**src/rtl/blend_pkg.sv**
```systemverilog
package blend_pkg;
  localparam int CH_W = 8;
  localparam int NUM_CH = 3;
  localparam int SUM_W = 2 * CH_W + 2;
  localparam logic [CH_W-1:0] FULL = 8'hFF;

  localparam logic [2:0] FMT_ARGB8888 = 3'd0;
  localparam logic [2:0] FMT_RGB888   = 3'd1;
  localparam logic [2:0] FMT_RGB565   = 3'd2;
  localparam logic [2:0] FMT_ARGB1555 = 3'd3;
  localparam logic [2:0] FMT_ARGB4444 = 3'd4;

  localparam logic [2:0] F1_CONST = 3'd4;
  localparam logic [2:0] F2_CONST = 3'd5;

  typedef struct packed {
    logic blendEn;
    logic f1Const;
    logic f2Const;
  } blend_strb_t;

  function automatic logic [CH_W-1:0] widen5(input logic [4:0] v);
    return {v, v[4:2]};
  endfunction

  function automatic logic [CH_W-1:0] widen6(input logic [5:0] v);
    return {v, v[5:4]};
  endfunction

  function automatic logic [CH_W-1:0] widen4(input logic [3:0] v);
    return {v, v};
  endfunction
endpackage

```
**src/rtl/blend_ctrl.sv**
```systemverilog
module blend_ctrl
  import blend_pkg::*;
#(
  parameter int X_W = 12,
  parameter int Y_W = 11
) (
  input  logic [X_W-1:0] pixX,
  input  logic [Y_W-1:0] pixY,
  input  logic [X_W-1:0] winHStart,
  input  logic [X_W-1:0] winHStop,
  input  logic [Y_W-1:0] winVStart,
  input  logic [Y_W-1:0] winVStop,
  input  logic           layerOn,
  input  logic [2:0]     f1Sel,
  input  logic [2:0]     f2Sel,
  output blend_strb_t    strb
);
  logic inH, inV;

  // Inclusive bounds on both axes
  assign inH = (pixX >= winHStart) && (pixX <= winHStop);
  assign inV = (pixY >= winVStart) && (pixY <= winVStop);

  always_comb begin
    strb.blendEn = layerOn && inH && inV;
    strb.f1Const = (f1Sel == F1_CONST);
    strb.f2Const = (f2Sel == F2_CONST);
  end
endmodule

```
**src/rtl/blend_datapath.sv**
```systemverilog
module blend_datapath
  import blend_pkg::*;
(
  input  logic                  clk,
  input  logic                  rstN,
  input  blend_strb_t           strb,
  input  logic [31:0]           layerPixel,
  input  logic [2:0]            layerFmt,
  input  logic [CH_W-1:0]       constAlpha,
  input  logic [NUM_CH*CH_W-1:0] lowerColor,
  output logic [NUM_CH*CH_W-1:0] outPix
);
  localparam int PROD_W = 2 * CH_W;

  logic [CH_W-1:0] pixA;
  logic [NUM_CH-1:0][CH_W-1:0] layerCh;
  logic [PROD_W-1:0] prodRaw;
  logic [CH_W-1:0] prodA, fac1, fac2;

  // Stage 1 registers
  logic s1Blend;
  logic [CH_W-1:0] s1F1, s1F2;
  logic [NUM_CH-1:0][CH_W-1:0] s1Layer;
  logic [NUM_CH-1:0][CH_W-1:0] s1Lower;
  logic [NUM_CH-1:0][CH_W-1:0] mixCh;

  // Format decode; channel index 2 = red, 1 = green, 0 = blue
  always_comb begin
    pixA = layerPixel[31:24];
    layerCh[2] = layerPixel[23:16];
    layerCh[1] = layerPixel[15:8];
    layerCh[0] = layerPixel[7:0];
    case (layerFmt)
      FMT_RGB888: pixA = FULL;
      FMT_RGB565: begin
        pixA = FULL;
        layerCh[2] = widen5(layerPixel[15:11]);
        layerCh[1] = widen6(layerPixel[10:5]);
        layerCh[0] = widen5(layerPixel[4:0]);
      end
      FMT_ARGB1555: begin
        pixA = layerPixel[15] ? FULL : '0;
        layerCh[2] = widen5(layerPixel[14:10]);
        layerCh[1] = widen5(layerPixel[9:5]);
        layerCh[0] = widen5(layerPixel[4:0]);
      end
      FMT_ARGB4444: begin
        pixA = widen4(layerPixel[15:12]);
        layerCh[2] = widen4(layerPixel[11:8]);
        layerCh[1] = widen4(layerPixel[7:4]);
        layerCh[0] = widen4(layerPixel[3:0]);
      end
      default: ;
    endcase
  end

  // Factor selection
  assign prodRaw = PROD_W'(pixA) * PROD_W'(constAlpha);
  assign prodA   = CH_W'((prodRaw + PROD_W'(127)) / PROD_W'(255));
  assign fac1    = strb.f1Const ? constAlpha : prodA;
  assign fac2    = strb.f2Const ? (FULL - constAlpha) : (FULL - prodA);

  always_ff @(posedge clk or negedge rstN) begin
    if (!rstN) begin
      s1Blend <= 1'b0;
      s1F1    <= '0;
      s1F2    <= '0;
      s1Layer <= '0;
      s1Lower <= '0;
    end else begin
      s1Blend <= strb.blendEn;
      s1F1    <= fac1;
      s1F2    <= fac2;
      s1Layer <= layerCh;
      s1Lower <= lowerColor;
    end
  end

  // Per-channel weighted sum, rounded divide, saturation
  for (genvar c = 0; c < NUM_CH; c++) begin : g_ch
    logic [SUM_W-1:0] wsum, quot;
    assign wsum = SUM_W'(s1F1) * SUM_W'(s1Layer[c]) +
                  SUM_W'(s1F2) * SUM_W'(s1Lower[c]) + SUM_W'(127);
    assign quot = wsum / SUM_W'(255);
    assign mixCh[c] = (quot > SUM_W'(255)) ? FULL : quot[CH_W-1:0];
  end

  always_ff @(posedge clk or negedge rstN) begin
    if (!rstN) outPix <= '0;
    else       outPix <= s1Blend ? mixCh : s1Lower;
  end

  // Stage 2 must forward the lower colour whenever stage 1 is not blending
  p_bypass_r10: assert property (@(posedge clk) disable iff (!rstN)
    !s1Blend |=> outPix == $past(s1Lower));
endmodule

```
**src/rtl/win_alpha_blender.sv**
```systemverilog
module win_alpha_blender
  import blend_pkg::*;
#(
  parameter int X_W = 12,
  parameter int Y_W = 11
) (
  input  logic           clk,
  input  logic           rstN,
  input  logic [X_W-1:0] pixX,
  input  logic [Y_W-1:0] pixY,
  input  logic [31:0]    layerPixel,
  input  logic [2:0]     layerFmt,
  input  logic           layerOn,
  input  logic [X_W-1:0] winHStart,
  input  logic [X_W-1:0] winHStop,
  input  logic [Y_W-1:0] winVStart,
  input  logic [Y_W-1:0] winVStop,
  input  logic [7:0]     constAlpha,
  input  logic [2:0]     f1Sel,
  input  logic [2:0]     f2Sel,
  input  logic [23:0]    bgColor,
  input  logic [23:0]    lowerPix,
  input  logic           lowerSel,
  output logic [23:0]    outPix
);
  blend_strb_t strb;
  logic [23:0] lowerColor;

  assign lowerColor = lowerSel ? lowerPix : bgColor;

  blend_ctrl #(.X_W(X_W), .Y_W(Y_W)) u_ctrl (
    .pixX(pixX), .pixY(pixY),
    .winHStart(winHStart), .winHStop(winHStop),
    .winVStart(winVStart), .winVStop(winVStop),
    .layerOn(layerOn), .f1Sel(f1Sel), .f2Sel(f2Sel),
    .strb(strb)
  );

  blend_datapath u_dp (
    .clk(clk), .rstN(rstN), .strb(strb),
    .layerPixel(layerPixel), .layerFmt(layerFmt),
    .constAlpha(constAlpha), .lowerColor(lowerColor),
    .outPix(outPix)
  );

  p_off_pass_r2: assert property (@(posedge clk) disable iff (!rstN)
    !layerOn |=> ##1 outPix == $past(lowerSel ? lowerPix : bgColor, 2));

  p_outside_r10: assert property (@(posedge clk) disable iff (!rstN)
    (layerOn && (pixX < winHStart || pixX > winHStop))
      |=> ##1 outPix == $past(lowerSel ? lowerPix : bgColor, 2));

  p_full_alpha_r8: assert property (@(posedge clk) disable iff (!rstN)
    (layerOn && pixX >= winHStart && pixX <= winHStop &&
     pixY >= winVStart && pixY <= winVStop && layerFmt == 3'd1 &&
     f1Sel == 3'd4 && f2Sel == 3'd5 && constAlpha == 8'hFF)
      |=> ##1 outPix == $past(layerPixel[23:0], 2));

  p_zero_alpha_r6: assert property (@(posedge clk) disable iff (!rstN)
    (layerOn && pixX >= winHStart && pixX <= winHStop &&
     pixY >= winVStart && pixY <= winVStop &&
     f1Sel == 3'd4 && f2Sel == 3'd5 && constAlpha == 8'h00)
      |=> ##1 outPix == $past(lowerSel ? lowerPix : bgColor, 2));
endmodule

```
**config.mk**
```make
export PLATFORM = sky130hd
export DESIGN_NAME = win_alpha_blender
export DESIGN_NICKNAME = d
export VERILOG_FILES = /design/src/rtl/blend_pkg.sv /design/src/rtl/blend_ctrl.sv /design/src/rtl/blend_datapath.sv /design/src/rtl/win_alpha_blender.sv
export SDC_FILE = /design/constraint.sdc
export NUM_CORES = 2
export LEC_CHECK = 0
export BUFFER_PORTS_ARGS = -buffer_cell sky130_fd_sc_hd__buf_2
export CORE_ASPECT_RATIO = 1.25
export CORE_MARGIN = 2
export CORE_UTILIZATION = 30
export CTS_CLUSTER_DIAMETER = 150
export CTS_CLUSTER_SIZE = 24
export DETAILED_ROUTE_END_ITERATION = 8
export PLACE_DENSITY = 0.45
export SLEW_MARGIN = 40
export SYNTH_ARGS = -nofsm -noshare
export SYNTH_HDL_FRONTEND = slang
export SYNTH_HIERARCHICAL = 1
export SYNTH_SLANG_ARGS = --single-unit
```
**constraint.sdc**
```tcl
create_clock -name clk -period 12.33 [get_ports clk]
set_input_delay 3.0825 -clock clk [delete_from_list [all_inputs] [get_ports clk]]
set_output_delay 3.0825 -clock clk [all_outputs]
set_load 0.05 [all_outputs]
```
==> summary.md <==
| Metric | Value |
|---|---|
| RSZ-0062 raised after global routing | `yes` |
| CP Data Arrival Time | `12.44 ns` |
| Met3 Resource Use GR | `0.0101` |
| Die width | `292 um` |
| Final setup fails | `0` |
| Clk Tree Root Cell | `clkbuf_16` |
| Worst Tran Pin Value | `0.762 ns` |
| CP Data Required Time | `12.66 ns` |
| Area delta synth->final | `39.3%` |
| Global route hottest layer | `met2` |
| Pre-antenna DRT Iters | `5` |
| Setup Crit Path Kind | `reg2reg` |
| Met1 Use GR | `0.233` |
| CP endpoint kind | `flop` |
| Pin count of the biggest net entering global routing | `64` |
| DRC | `0` |
| Worst-skew pair later-pin latency | `0.40 ns` |
| Status | `completed` |
| Worst-path clk slew | `0.08 ns` |
| Yosys Warn Count | `6` |
| Startpoint class of the critical path | `flop` |
| Post-synth EDFFs | `0` |
| Tcrit/Tclk final | `0.982` |
| GR Util met2 | `0.370` |
| Worst reg-to-reg setup slack | `0.23 ns` |
| Floorplan row count | `131` |
| Final wirelength | `104000 um` |
| Initial Util | `0.303` |
| Share of post-route cells with drive strength above 1 | `0.348` |
| Number of global-route vias before repair | `31500` |
| Max incr delay on CP | `0.60 ns` |
| Number of port buffers | `193` |
| Clock buffer depth | `2` |
| Htree depth | `3` |
| Die area | `0.106 mm^2` |
| Placer Congestion | `0.866` |
| Number of cells produced by synthesis | `3820` |
| Syn_nets | `4618` |
| R2r startpoint | `u_dp/s1F2[4]$_DFF_PN0_` |
| Nets | `5646` |
| Hold depth | `2` |
| Synth Flop Type | `dfrtp_1` |
| Rel. slew slack | `0.491` |
| Clock Sink Count | `89` |
| Crit-path most repeated cell | `fa_1` |
| Cell variety after synth | `133` |
| WL per Instance | `16.8 um` |
| Final hold violations | `0` |
| Register area share after synthesis | `0.0718` |
| Final setup skew | `0.0137 ns` |
| Final Max Slew Viols | `0` |
| # IOs | `194` |
| DP Wirelength | `88100 um` |
| Placement Setup Slack | `-0.363 ns` |
| Avg Inst Size Synth | `8.12 um^2` |
| ANT nets after route | `0` |
| Initial antenna violation count | `11` |
| CTS tree | `yes` |
| Reg2Reg Depth | `43` |
| Ys async rst share | `1.00` |
| CTS Hold Buffers Added | `0` |
| Slowest-stage cell, CP | `fa_1` |
| Commonest non-fill, non-tap cell in the layout | `buf_4` |
| Hold Path Class | `reg2reg` |
| First-pass GRT wire length | `166000 um` |
| Max Cap Viol | `0` |
| PnR worst setup slack | `0.226 ns` |
| Core footprint | `0.102 mm^2` |
| Cts bufs inserted | `9` |
| Vias per std cell | `5.01` |
| R2R Path End | `u_dp/outPix[16]$_DFF_PN0_` |
| Remaining global-route overflow | `0` |
| Routed vias | `31000` |
| Hold path endpoint | `u_dp/outPix[23]$_DFF_PN0_` |
| Fmax achieved | `0.0826 GHz` |
| Die H | `363 um` |
| Final worst path period need | `12.10 ns` |
| Hold Crit Start | `u_dp/s1Lower[23]$_DFF_PN0_` |
| GRT Util Overall | `0.192` |
| Most frequent cells in the layout | `895 x buf_4, 526 x inv_1, 409 x nand2_1` |
| Initial DRC count | `1235` |
| Post-synthesis cell area | `0.0310 mm^2` |
| CP Max Fanout | `5` |
| FF+latch count, synth | `89` |
==> state kept, by name, summed over array words and instances, names as in the netlist <==
register,count
u_dp/s1F1,8
u_dp/outPix,24
u_dp/s1Layer,24
u_dp/s1F2,8
u_dp/s1Lower,24
u_dp/s1Blend,1
==> final cells by class <==
| cell class | instances | area [um^2] |
|---|---|---|
| clock inverters | 6 | 105 |
| inverters | 533 | 2000 |
| repair buffers | 1137 | 8420 |
| multi-input cells | 3078 | 28500 |
| fillers | 10600 | 59100 |
| clock buffers | 10 | 239 |
| well taps | 1330 | 1660 |
| flip-flops and latches | 89 | 2250 |
| diodes | 6 | 15.0 |
==> metrics by stage <==
stage | util | setup TNS [ns] | instance area [um^2] | std cells | hold slack, ns
after floorplan | - | 0 | 31300 | 3820 | 0.559
after global placement | 0.388 | -1.37 | 39700 | 6054 | 0.811
after detailed placement | 0.388 | -1.76 | 39700 | 6054 | 0.787
after CTS | 0.395 | -0.00540 | 40400 | 6075 | 0.809
after global routing | 0.422 | -0.622 | 43200 | 6187 | 0.825
final | 0.423 | 0 | 43200 | 6189 | 0.793
==> synthesized netlist by cell type, types with 12 or more instances <==
master / instances / area [um^2]
inv_1: 532 / 2000
nand2_1: 415 / 1560
fa_1: 354 / 7090
and2_1: 275 / 1720
ha_1: 274 / 3430
nor2_1: 215 / 807
a21oi_1: 153 / 766
o21ai_0: 126 / 631
dfrtp_1: 89 / 2230
nor3_1: 81 / 405
nand3_1: 80 / 400
clkbuf_1: 79 / 297
xnor2_1: 58 / 508
a21o_1: 49 / 368
a31oi_1: 49 / 307
o211ai_1: 42 / 315
and3_1: 41 / 257
a211oi_1: 40 / 300
mux2i_1: 39 / 390
nand4_1: 35 / 219
o22ai_1: 35 / 219
xor2_1: 31 / 272
o31ai_1: 28 / 210
mux2_2: 27 / 304
nand2b_1: 27 / 169
or2_2: 27 / 169
nor4_1: 26 / 163
o21a_1: 25 / 188
or3_1: 25 / 156
nor2b_1: 24 / 150
mux2_4: 21 / 315
a211o_1: 20 / 175
buf_2: 19 / 95.1
o21ai_1: 17 / 85.1
a221oi_1: 16 / 140
and4_1: 15 / 131
o211a_1: 14 / 140
a311oi_1: 12 / 105
buf_1: 12 / 45.0
nor3b_1: 12 / 90.1
==> worst max-delay path, delay by kind of cell (launching register included) <==
family	cells	cell delay, ns
compound gates	15	3.33
fa+ha+maj	8	3.68
buf+inv	7	0.71
flops	1	0.44
mux	3	0.93
simple gates	10	2.97
==> worst max path at each step <==
stage,startpoint,endpoint,slack (ns),cells after the start
after detailed placement,u_dp/s1F2[1]$_DFF_PN0_,u_dp/outPix[16]$_DFF_PN0_,-0.36,43
final,u_dp/s1F2[4]$_DFF_PN0_,u_dp/outPix[16]$_DFF_PN0_,0.23,43
after global placement,u_dp/s1F2[1]$_DFF_PN0_,u_dp/outPix[16]$_DFF_PN0_,-0.29,43
after CTS,u_dp/s1F2[4]$_DFF_PN0_,u_dp/outPix[16]$_DFF_PN0_,-0.005,45
after floorplan,layerFmt[2],u_dp/s1F1[1]$_DFF_PN0_,0.003,43
after global routing,u_dp/s1F2[5]$_DFF_PN0_,u_dp/outPix[0]$_DFF_PN0_,-0.22,50
==> what timing repair did <==
action / in CTS / in global routing
cloned: 0 / 3
pin swaps: 18 / 263
resized for setup: 68 / 399
buffers inserted: 5 / 109
endpoints found under the setup margin: 5 / 10
==> cell families after synthesis <==
logic type,count (synthesis),share of synthesized area
flip-flops,89,0.0718
buffers and inverters,653,0.0824
multiplexers,88,0.0333
adder cells (fa/ha/maj),633,0.341
AO/OA/AOI/OAI,881,0.211
XOR/XNOR,95,0.0285
AND/OR/NAND/NOR,1381,0.232
==> metal layers <==
metal / vias to the layer above / part of all wire
met5: - / 0.00011
met4: 2 / 0.016
met1: 15200 / 0.43
met3: 85 / 0.016
met2: 403 / 0.54
li1: 15400 / -
Power is not shown: default switching activity piles up to over one toggle a cycle in this logic, so the estimate is an artifact.
